## src/rtl/ckdiv_pkg.sv

```systemverilog
package ckdiv_pkg;
    typedef enum logic [1:0] {
        ST_IDLE = 2'd0,
        ST_HIGH = 2'd1,
        ST_LOW  = 2'd2
    } ckdiv_state_e;
endpackage

```

## src/rtl/ckdiv_sync.sv

```systemverilog
module ckdiv_sync #(
    parameter int WIDTH  = 1,
    parameter int STAGES = 2
) (
    input  logic             clk,
    input  logic             rst_n,
    input  logic [WIDTH-1:0] d,
    output logic [WIDTH-1:0] q
);
    logic [WIDTH-1:0] stg [STAGES];

    always_ff @(posedge clk or negedge rst_n) begin
        if (!rst_n) begin
            for (int i = 0; i < STAGES; i++) stg[i] <= '0;
        end else begin
            stg[0] <= d;
            for (int i = 1; i < STAGES; i++) stg[i] <= stg[i-1];
        end
    end

    assign q = stg[STAGES-1];
endmodule

```

## src/rtl/ckdiv_half_cnt.sv

```systemverilog
module ckdiv_half_cnt #(
    parameter int SEL_W = 2,
    parameter int CNT_W = 3
) (
    input  logic             clk,
    input  logic             rst_n,
    input  logic             load,
    input  logic             dec,
    input  logic [SEL_W-1:0] sel,
    output logic [CNT_W-1:0] cnt,
    output logic             zero
);
    logic [CNT_W-1:0] load_val;

    // half period = 2**sel oscillator cycles, counter runs down to 0
    assign load_val = CNT_W'((32'd1 << sel) - 32'd1);
    assign zero     = (cnt == '0);

    always_ff @(posedge clk or negedge rst_n) begin
        if (!rst_n)   cnt <= '0;
        else if (load) cnt <= load_val;
        else if (dec)  cnt <= cnt - 1'b1;
    end
endmodule

```

## src/rtl/card_clk_divider.sv

```systemverilog
module card_clk_divider
    import ckdiv_pkg::*;
#(
    parameter int SEL_W       = 2,
    parameter int SYNC_STAGES = 2
) (
    input  logic             osc_clk,
    input  logic             rst_n,
    input  logic [SEL_W-1:0] div_sel,
    input  logic             act_en,
    output logic             card_clk
);
    localparam int CNT_W = (1 << SEL_W) - 1;

    ckdiv_state_e     state, state_nx;
    logic [SEL_W-1:0] sel_s, ratio_q, cnt_sel;
    logic             en_s;
    logic [CNT_W-1:0] cnt;
    logic             zero, load, dec, capture;

    ckdiv_sync #(.WIDTH(SEL_W), .STAGES(SYNC_STAGES)) u_sel_sync (
        .clk(osc_clk), .rst_n(rst_n), .d(div_sel), .q(sel_s)
    );

    ckdiv_sync #(.WIDTH(1), .STAGES(SYNC_STAGES)) u_en_sync (
        .clk(osc_clk), .rst_n(rst_n), .d(act_en), .q(en_s)
    );

    ckdiv_half_cnt #(.SEL_W(SEL_W), .CNT_W(CNT_W)) u_half_cnt (
        .clk(osc_clk), .rst_n(rst_n), .load(load), .dec(dec),
        .sel(cnt_sel), .cnt(cnt), .zero(zero)
    );

    // next state and counter control
    always_comb begin
        state_nx = state;
        capture  = 1'b0;
        load     = 1'b0;
        unique case (state)
            ST_IDLE: begin
                if (en_s) begin
                    state_nx = ST_HIGH;
                    capture  = 1'b1;
                    load     = 1'b1;
                end
            end
            ST_HIGH: begin
                if (zero) begin
                    state_nx = ST_LOW;
                    load     = 1'b1;
                end
            end
            ST_LOW: begin
                if (zero) begin
                    if (en_s) begin
                        state_nx = ST_HIGH;
                        capture  = 1'b1;
                        load     = 1'b1;
                    end else begin
                        state_nx = ST_IDLE;
                    end
                end
            end
            default: state_nx = ST_IDLE;
        endcase
        dec     = (state != ST_IDLE) && !zero;
        cnt_sel = capture ? sel_s : ratio_q;
    end

    // state register
    always_ff @(posedge osc_clk or negedge rst_n) begin
        if (!rst_n) begin
            state   <= ST_IDLE;
            ratio_q <= '0;
        end else begin
            state <= state_nx;
            if (capture) ratio_q <= sel_s;
        end
    end

    // output decode
    always_comb begin
        card_clk = (state == ST_HIGH);
    end
endmodule

```

## config.mk

```make
export PLATFORM = sky130hd
export DESIGN_NAME = card_clk_divider
export DESIGN_NICKNAME = d
export VERILOG_FILES = /design/src/rtl/ckdiv_pkg.sv /design/src/rtl/ckdiv_sync.sv /design/src/rtl/ckdiv_half_cnt.sv /design/src/rtl/card_clk_divider.sv
export SDC_FILE = /design/constraint.sdc
export NUM_CORES = 1
export LEC_CHECK = 0
export BUFFER_PORTS_ARGS = -buffer_cell sky130_fd_sc_hd__buf_2
export CAP_MARGIN = 20
export CORE_AREA = 2 2 39 41
export CTS_CLUSTER_DIAMETER = 200
export DETAILED_ROUTE_END_ITERATION = 8
export DIE_AREA = 0 0 41 43
export GPL_ROUTABILITY_DRIVEN = 0
export GPL_TIMING_DRIVEN = 1
export PLACE_DENSITY = 0.64
export SLEW_MARGIN = 20
export SYNTH_ARGS = -nofsm -noshare
export SYNTH_HDL_FRONTEND = slang
export SYNTH_SLANG_ARGS = --single-unit
```

## constraint.sdc

```tcl
create_clock -name osc_clk -period 2.53 [get_ports osc_clk]
set_input_delay 0 -clock osc_clk [delete_from_list [all_inputs] [get_ports osc_clk]]
set_output_delay 0 -clock osc_clk [all_outputs]
set_load 0.01 [all_outputs]
```

==> out/qor.csv, run 1 <==
stage,metric,value,unit
placement,post-place-cells,75,
power,ir_worst_vdd,0.4650,mV
die,rows,14,
clock_tree,clock_latency,0.27,ns
logic_synthesis,ys.flop_type,dfrtp_1,
global_routing,use_met3,0.01571,
clock_tree,cts_resized,0,
timing,rsz0062_at_grt,false,
routing,wl,1012,um
timing,slew_violations,0,
power,p_per_area,1105,nW/um^2
logic_synthesis,synth_xor_area_frac,0,
routing,initialDrtViolationCount,13,
global_routing,grt_use_met1,0.2218,
finish,final_cell_area,730.7,um^2
finish,drive_above_1_share,0.2985,
worst_setup_path,crit_type,flip-flop to flip-flop,
placement,numPortBuffers,5,
logic_synthesis,synth_cell_types,29,
worst_setup_path,cp.arrival,2.34,ns
clock_tree,cts_buffer_depth,2,
power,p_leak,0.3308,nW
routing,drc,0,
global_routing,antenna_found_initial,0,
finish,final_nets,74,
logic_synthesis,syn-num-nets,60,
global_routing,track_usage,0.1579,
routing,vias_per_cell,5.241,
timing,tns,0,ns
timing,period_needed,2.201,ns
routing,final_antenna_net_count,0,
clock_tree,postCtsSetupBuffers,0,
logic_synthesis,ys_seq_area_frac,0.5221,
global_routing,grt_util_met2,0.2156,
global_routing,grt_overflow_total,0,
timing,skew,0.001993,ns
logic_synthesis,synth_compound_area_frac,0.1687,
logic_synthesis,ys_seq_elements,13,
logic_synthesis,muxShareOfSynthArea,0.03614,
logic_synthesis,async_flop_share,1.000,
logic_synthesis,syn_inst,54,
die,start_util,0.4503,
worst_setup_path,cp-start-kind,flip-flop,
die,die_w,41,um
timing,fin_crit_sh,0.8700,
worst_setup_path,crit_path_max_fanout,7,
timing,maxSlewHeadroom,0.7802,
clock_tree,clock-sinks,13,
placement,place_area,664.4,um^2
worst_setup_path,endpoint_kind,flip-flop,
logic_synthesis,synth-adder-area-share,0.02008,
clock_tree,numCtsBuffers,3,
routing,num_vias,435,
timing,tightestPinTransition,0.3272,ns
outcome,status,"finished, final reports clean",
logic_synthesis,synth_top_family_by_area,simple AND/OR/NAND/NOR gates,
timing,hold_viol,0,
global_routing,gr-max-usage-layer,met1,
finish,fill_cells,125,
logic_synthesis,synth-simple-area-share,0.2229,
global_routing,grt_pass1_wl,1849,um
logic_synthesis,yosysWarnings,0,
clock_tree,clockRootBuffer,clkbuf_4,
placement,dp_hpwl,717,um
finish,fin_cells,83,
worst_setup_path,r2r_setup_slack,0.33,ns
global_routing,grt_max_degree,14,
clock_tree,clk_pin_slew_worst_paths,0.07,ns
timing,whs,0.1268,ns
logic_synthesis,synth_edf_count,0,
worst_setup_path,cp.required,2.67,ns
timing,fmax,454.3,MHz
clock_tree,cts_tree,done,
die,die_y,43,um
flow_run,maxCapViolations,0,
timing,setup_viol,0,
worst_hold_path,holdCritPathClass,input port to async pin,
die,core_area,1384,um^2
finish,antenna_cells,0,
logic_synthesis,syn_avg_cell_area,11.54,um^2
logic_synthesis,syn_area,623.1,um^2
power,finalPower,0.8074,mW
clock_tree,ctsHtreeMaxLevel,1,
routing,drt_pass1_iterations,4,
global_routing,grt_pass1_vias,442,
die,dieArea,1763,um^2
finish,area_delta_synth_final,17.27,%
routing,wire_per_inst,12.19,um
die,boundaryPins,6,
[stage by stage]
step | utilization | setup WS, ns
floorplan | - | 0.4357
global placement | 0.4801 | 0.3767
detailed placement | 0.4801 | 0.3543
CTS | 0.5280 | 0.3410
global route | 0.5280 | 0.1573
finish | 0.5280 | 0.3289
[cell usage after synthesis, types with 2 or more instances]
master	n	area, um^2
nor3_1	2	10.01
nand2_1	3	11.26
dfrtp_1	13	325.3
nor2_1	7	26.28
inv_1	2	7.510
nor2b_2	2	17.52
mux2_2	2	22.52
a21oi_1	2	10.01
[critical path: stages, from the launching register on]
cell,delay [ns]
dfrtp_1,0.46
nor2b_2,0.27
nand2_1,0.13
o311ai_1,0.23
o21ai_1,0.11
ha_1,0.24
and4b_2,0.25
o31ai_1,0.26
o211ai_2,0.13
[registers in the layout (all words and copies together), names as in the netlist]
signal,flops
ratio_q,2
state,2
u_en_sync.q,1
u_en_sync.stg,1
u_half_cnt.cnt,3
u_sel_sync.q,2
u_sel_sync.stg,2
[where the power goes]
part | switching [mW] | internal, mW | total [mW]
clock | 0.0630 | 0.0611 | 0.124
sequential | 0.0675 | 0.267 | 0.335
combinational | 0.170 | 0.179 | 0.348
total | 0.300 | 0.507 | 0.807
[cell type report]
class | instances | area (um^2) | area share
flip-flops and latches | 13 | 325.3 | 0.4452
multi-input cells | 38 | 279.0 | 0.3818
repair buffers | 10 | 72.57 | 0.09932
clock buffers | 4 | 26.28 | 0.03596
well taps | 16 | 20.02 | 0.02740
inverters | 2 | 7.507 | 0.01027
[what timing repair did]
| item | 4_1_cts | 5_1_grt |
|---|---|---|
| hold endpoints to repair | 16 | 0 |
| setup endpoints to repair | 0 | 0 |
| hold buffers | 4 | 0 |
[cell families (layout without fill, tap and decap cells)]
logic type	after synthesis	after routing
AND/OR/NAND/NOR	22	22
AO/OA/AOI/OAI	13	13
flip-flops	13	13
buffers and inverters	3	16
multiplexers	2	2
adder cells (fa/ha/maj)	1	1
[layer usage]
metal / up-vias / routed length (um)
met2: 10 / 478
met5: - / 0
li1: 223 / -
met4: 0 / 25
met1: 200 / 479
met3: 2 / 29
[worst paths after layout]
kind,start,endpoint,depth (start not counted)
setup / recovery,state[0],u_half_cnt.cnt[2],8
hold / removal,rst_n,u_en_sync.stg[1],2
setup reg to reg,state[0],u_half_cnt.cnt[2],8
hold reg to reg,u_sel_sync.stg[3],u_sel_sync.q[1],0
max in group asynchronous,rst_n,ratio_q[1],2
min in group osc_clk,u_sel_sync.stg[3],u_sel_sync.q[1],0
[cell usage in the layout (no fill, tap or decap)]
master / Yosys / routed
nand2b_1: 1 / 1
nor2_1: 7 / 7
o211ai_2: 1 / 1
nand2_1: 3 / 3
o2111ai_2: 1 / 1
nor3_2: 1 / 1
o31ai_1: 1 / 1
clkbuf_4: 0 / 3
a211oi_1: 1 / 1
mux2_2: 2 / 2
ha_1: 1 / 1
buf_4: 0 / 1
nand2b_4: 1 / 1
or3_4: 1 / 1
nand4_1: 1 / 1
dfrtp_1: 13 / 13
buf_2: 0 / 5
nor2b_2: 2 / 2
o311ai_1: 1 / 1
o22ai_1: 1 / 1
o31a_1: 1 / 1
dlygate4sd3_1: 0 / 4
a21oi_1: 2 / 2
inv_1: 2 / 2
a211o_1: 1 / 1
o21a_1: 1 / 1
nor3_1: 2 / 2
clkbuf_1: 0 / 1
and4b_2: 1 / 1
a21o_1: 1 / 1
nor2b_1: 1 / 1
and2b_2: 1 / 1
o21ai_1: 1 / 1
Note: power is estimated with default switching activity, not from simulation.
==> run 2: changes to the inputs <==
Clock period 2.53 ns to 2.1 ns, I/O delays scaled along.
==> run 2 against run 1 <==
  * Die area unchanged
  * Maximum frequency is 10% higher
  * Critical path depth rose by 1
  * Critical endpoint unchanged
  * Largest cell class unchanged
==> out/qor.csv, run 2 (synthesis gave the netlist of run 1 again) <==
stage,metric,value,unit
outcome,status,"finished, final reports clean",
global_routing,grt_pass1_vias,458,
finish,area_delta_synth_final,29.52,%
worst_setup_path,cp.required,2.31,ns
timing,postLayoutSetupSlackWorst,0.09846,ns
finish,regMostFlops,u_half_cnt.cnt,
clock_tree,clockRootBuffer,clkbuf_4,
placement,dp_hpwl,755.7,um
timing,setup_viol,0,
die,boundaryPins,6,
timing,maxSlewHeadroom,0.6764,
global_routing,grt_pass1_wl,1987,um
finish,drive_above_1_share,0.4189,
power,p_leak,0.3700,nW
routing,wire_per_inst,13.36,um
finish,final-seq-area,326.6,um^2
finish,multi_input_area,300.3,um^2
worst_setup_path,ff2ff_path_depth,9,
worst_setup_path,endpoint_kind,flip-flop,
clock_tree,cts_buffer_depth,2,
timing,hold_viol,0,
global_routing,antenna_found_initial,0,
worst_setup_path,r2r_setup_slack,0.1,ns
die,core_area,1384,um^2
clock_tree,cts_tree,done,
timing,fmax,499.6,MHz
worst_setup_path,r2r-start,u_half_cnt.cnt[0],
timing,slew_violations,0,
routing,drt_pass1_iterations,4,
placement,numPortBuffers,5,
power,p_per_area,1395,nW/um^2
die,rows,14,
timing,fin_crit_sh,0.9531,
routing,num_vias,476,
routing,final_antenna_net_count,0,
worst_setup_path,cp.arrival,2.21,ns
global_routing,grt_overflow_total,0,
timing,skew,0.009542,ns
finish,antenna_cells,0,
timing,tightestPinTransition,0.4817,ns
power,finalPower,1.126,mW
power,ir_worst_vdd,0.8155,mV
worst_hold_path,holdCritPathClass,input port to async pin,
global_routing,grt_max_degree,14,
timing,tns,0,ns
finish,final_cell_area,807.0,um^2
routing,wl,1202,um
flow_run,maxCapViolations,0,
die,die_y,43,um
finish,largest_register_ffs,3,
die,die_w,41,um
routing,drc,0,
worst_setup_path,crit_path_max_fanout,5,
clock_tree,clock_latency,0.28,ns
worst_setup_path,crit_type,flip-flop to flip-flop,
clock_tree,numCtsBuffers,3,
placement,detailedPlace.worstSlack,0.007266,ns
routing,vias_per_cell,5.289,
die,dieArea,1763,um^2
die,start_util,0.4503,
timing,period_needed,2.002,ns
worst_setup_path,cp-start-kind,flip-flop,
worst_setup_path,rr_endpoint,u_half_cnt.cnt[2],
clock_tree,ctsHtreeMaxLevel,1,
clock_tree,clock-sinks,13,
global_routing,track_usage,0.1735,
finish,fill_cells,109,
routing,initialDrtViolationCount,13,
placement,place_area,701.9,um^2
finish,layout.cells.most_common_list,"12 x dfrtp_1, 8 x buf_4, 7 x nor2_1, 5 x buf_2, 4 x dlygate4sd3_1",
finish,mostFrequentLayoutCell,dfrtp_1,
finish,final_nets,81,
clock_tree,clk_pin_slew_worst_paths,0.09,ns
## run 2: per-layer routing
| layer | wire length [um] | part of all wire | GRT usage |
|---|---|---|---|
| met3 | 48 | 0.040 | 0.09424 |
| met5 | 0 | 0 | 0 |
| met1 | 565 | 0.47 | 0.2284 |
| met4 | 16 | 0.013 | 0.04000 |
| met2 | 571 | 0.48 | 0.2469 |
## run 2: final cells by class
cell class | instances | area share
tap | 16 | 0.02481
clock inverter | 1 | 0.006202
clock buffer | 3 | 0.02791
sequential | 13 | 0.4047
multi-input combinational | 38 | 0.3721
timing repair buffer | 17 | 0.1550
inverter | 2 | 0.009302
## run 2: stage by stage
stage | std cells | hold WS [ns] | util
6_report | 90 | 0.1215 | 0.5832
5_1_grt | 90 | 0.1460 | 0.5832
4_1_cts | 88 | 0.1122 | 0.5597
3_5_place_dp | 80 | -0.1080 | 0.5072
3_3_place_gp | 80 | -0.1077 | 0.5072
2_1_floorplan | 54 | -0.2956 | -
## run 2: how the worst max path moves through the flow
stage	to	cells past startpoint	slack, ns	from
final	u_half_cnt.cnt[2]	9	0.1	u_half_cnt.cnt[0]
after global routing	u_half_cnt.cnt[2]	9	-0.004	u_half_cnt.cnt[0]
after CTS	u_half_cnt.cnt[2]	8	0.0003	u_half_cnt.cnt[2]
after detailed placement	u_half_cnt.cnt[2]	8	0.007	u_half_cnt.cnt[2]
after global placement	u_half_cnt.cnt[2]	8	0.05	u_half_cnt.cnt[2]
after floorplan	u_half_cnt.cnt[2]	9	0.006	u_half_cnt.cnt[2]
## run 2: critical path, stage by stage (launching register included)
cell and delay, ns:
dfrtp_2 0.44, o31a_1 0.32, nand2b_4 0.16, o22ai_1 0.22, a21o_1 0.13, ha_2 0.19, buf_4 0.11, and2b_2 0.14
o2111ai_2 0.12, o211ai_2 0.09
## run 2: where the power goes
part           internal (mW)  switching [mW]  total [mW]
combinational          0.303           0.269       0.572
clock                 0.0706          0.0874       0.158
sequential             0.324          0.0721       0.396
total                  0.698           0.428        1.13
## run 2: timing repair
item                                   in CTS  in global routing
setup buffers                               0                  2
hold buffers                                4                  0
gates cloned                                0                  0
setup endpoints to repair                   1                  1
pin swaps                                   0                  3
endpoints found under the hold margin      16                  0
resized for setup                           1                  4
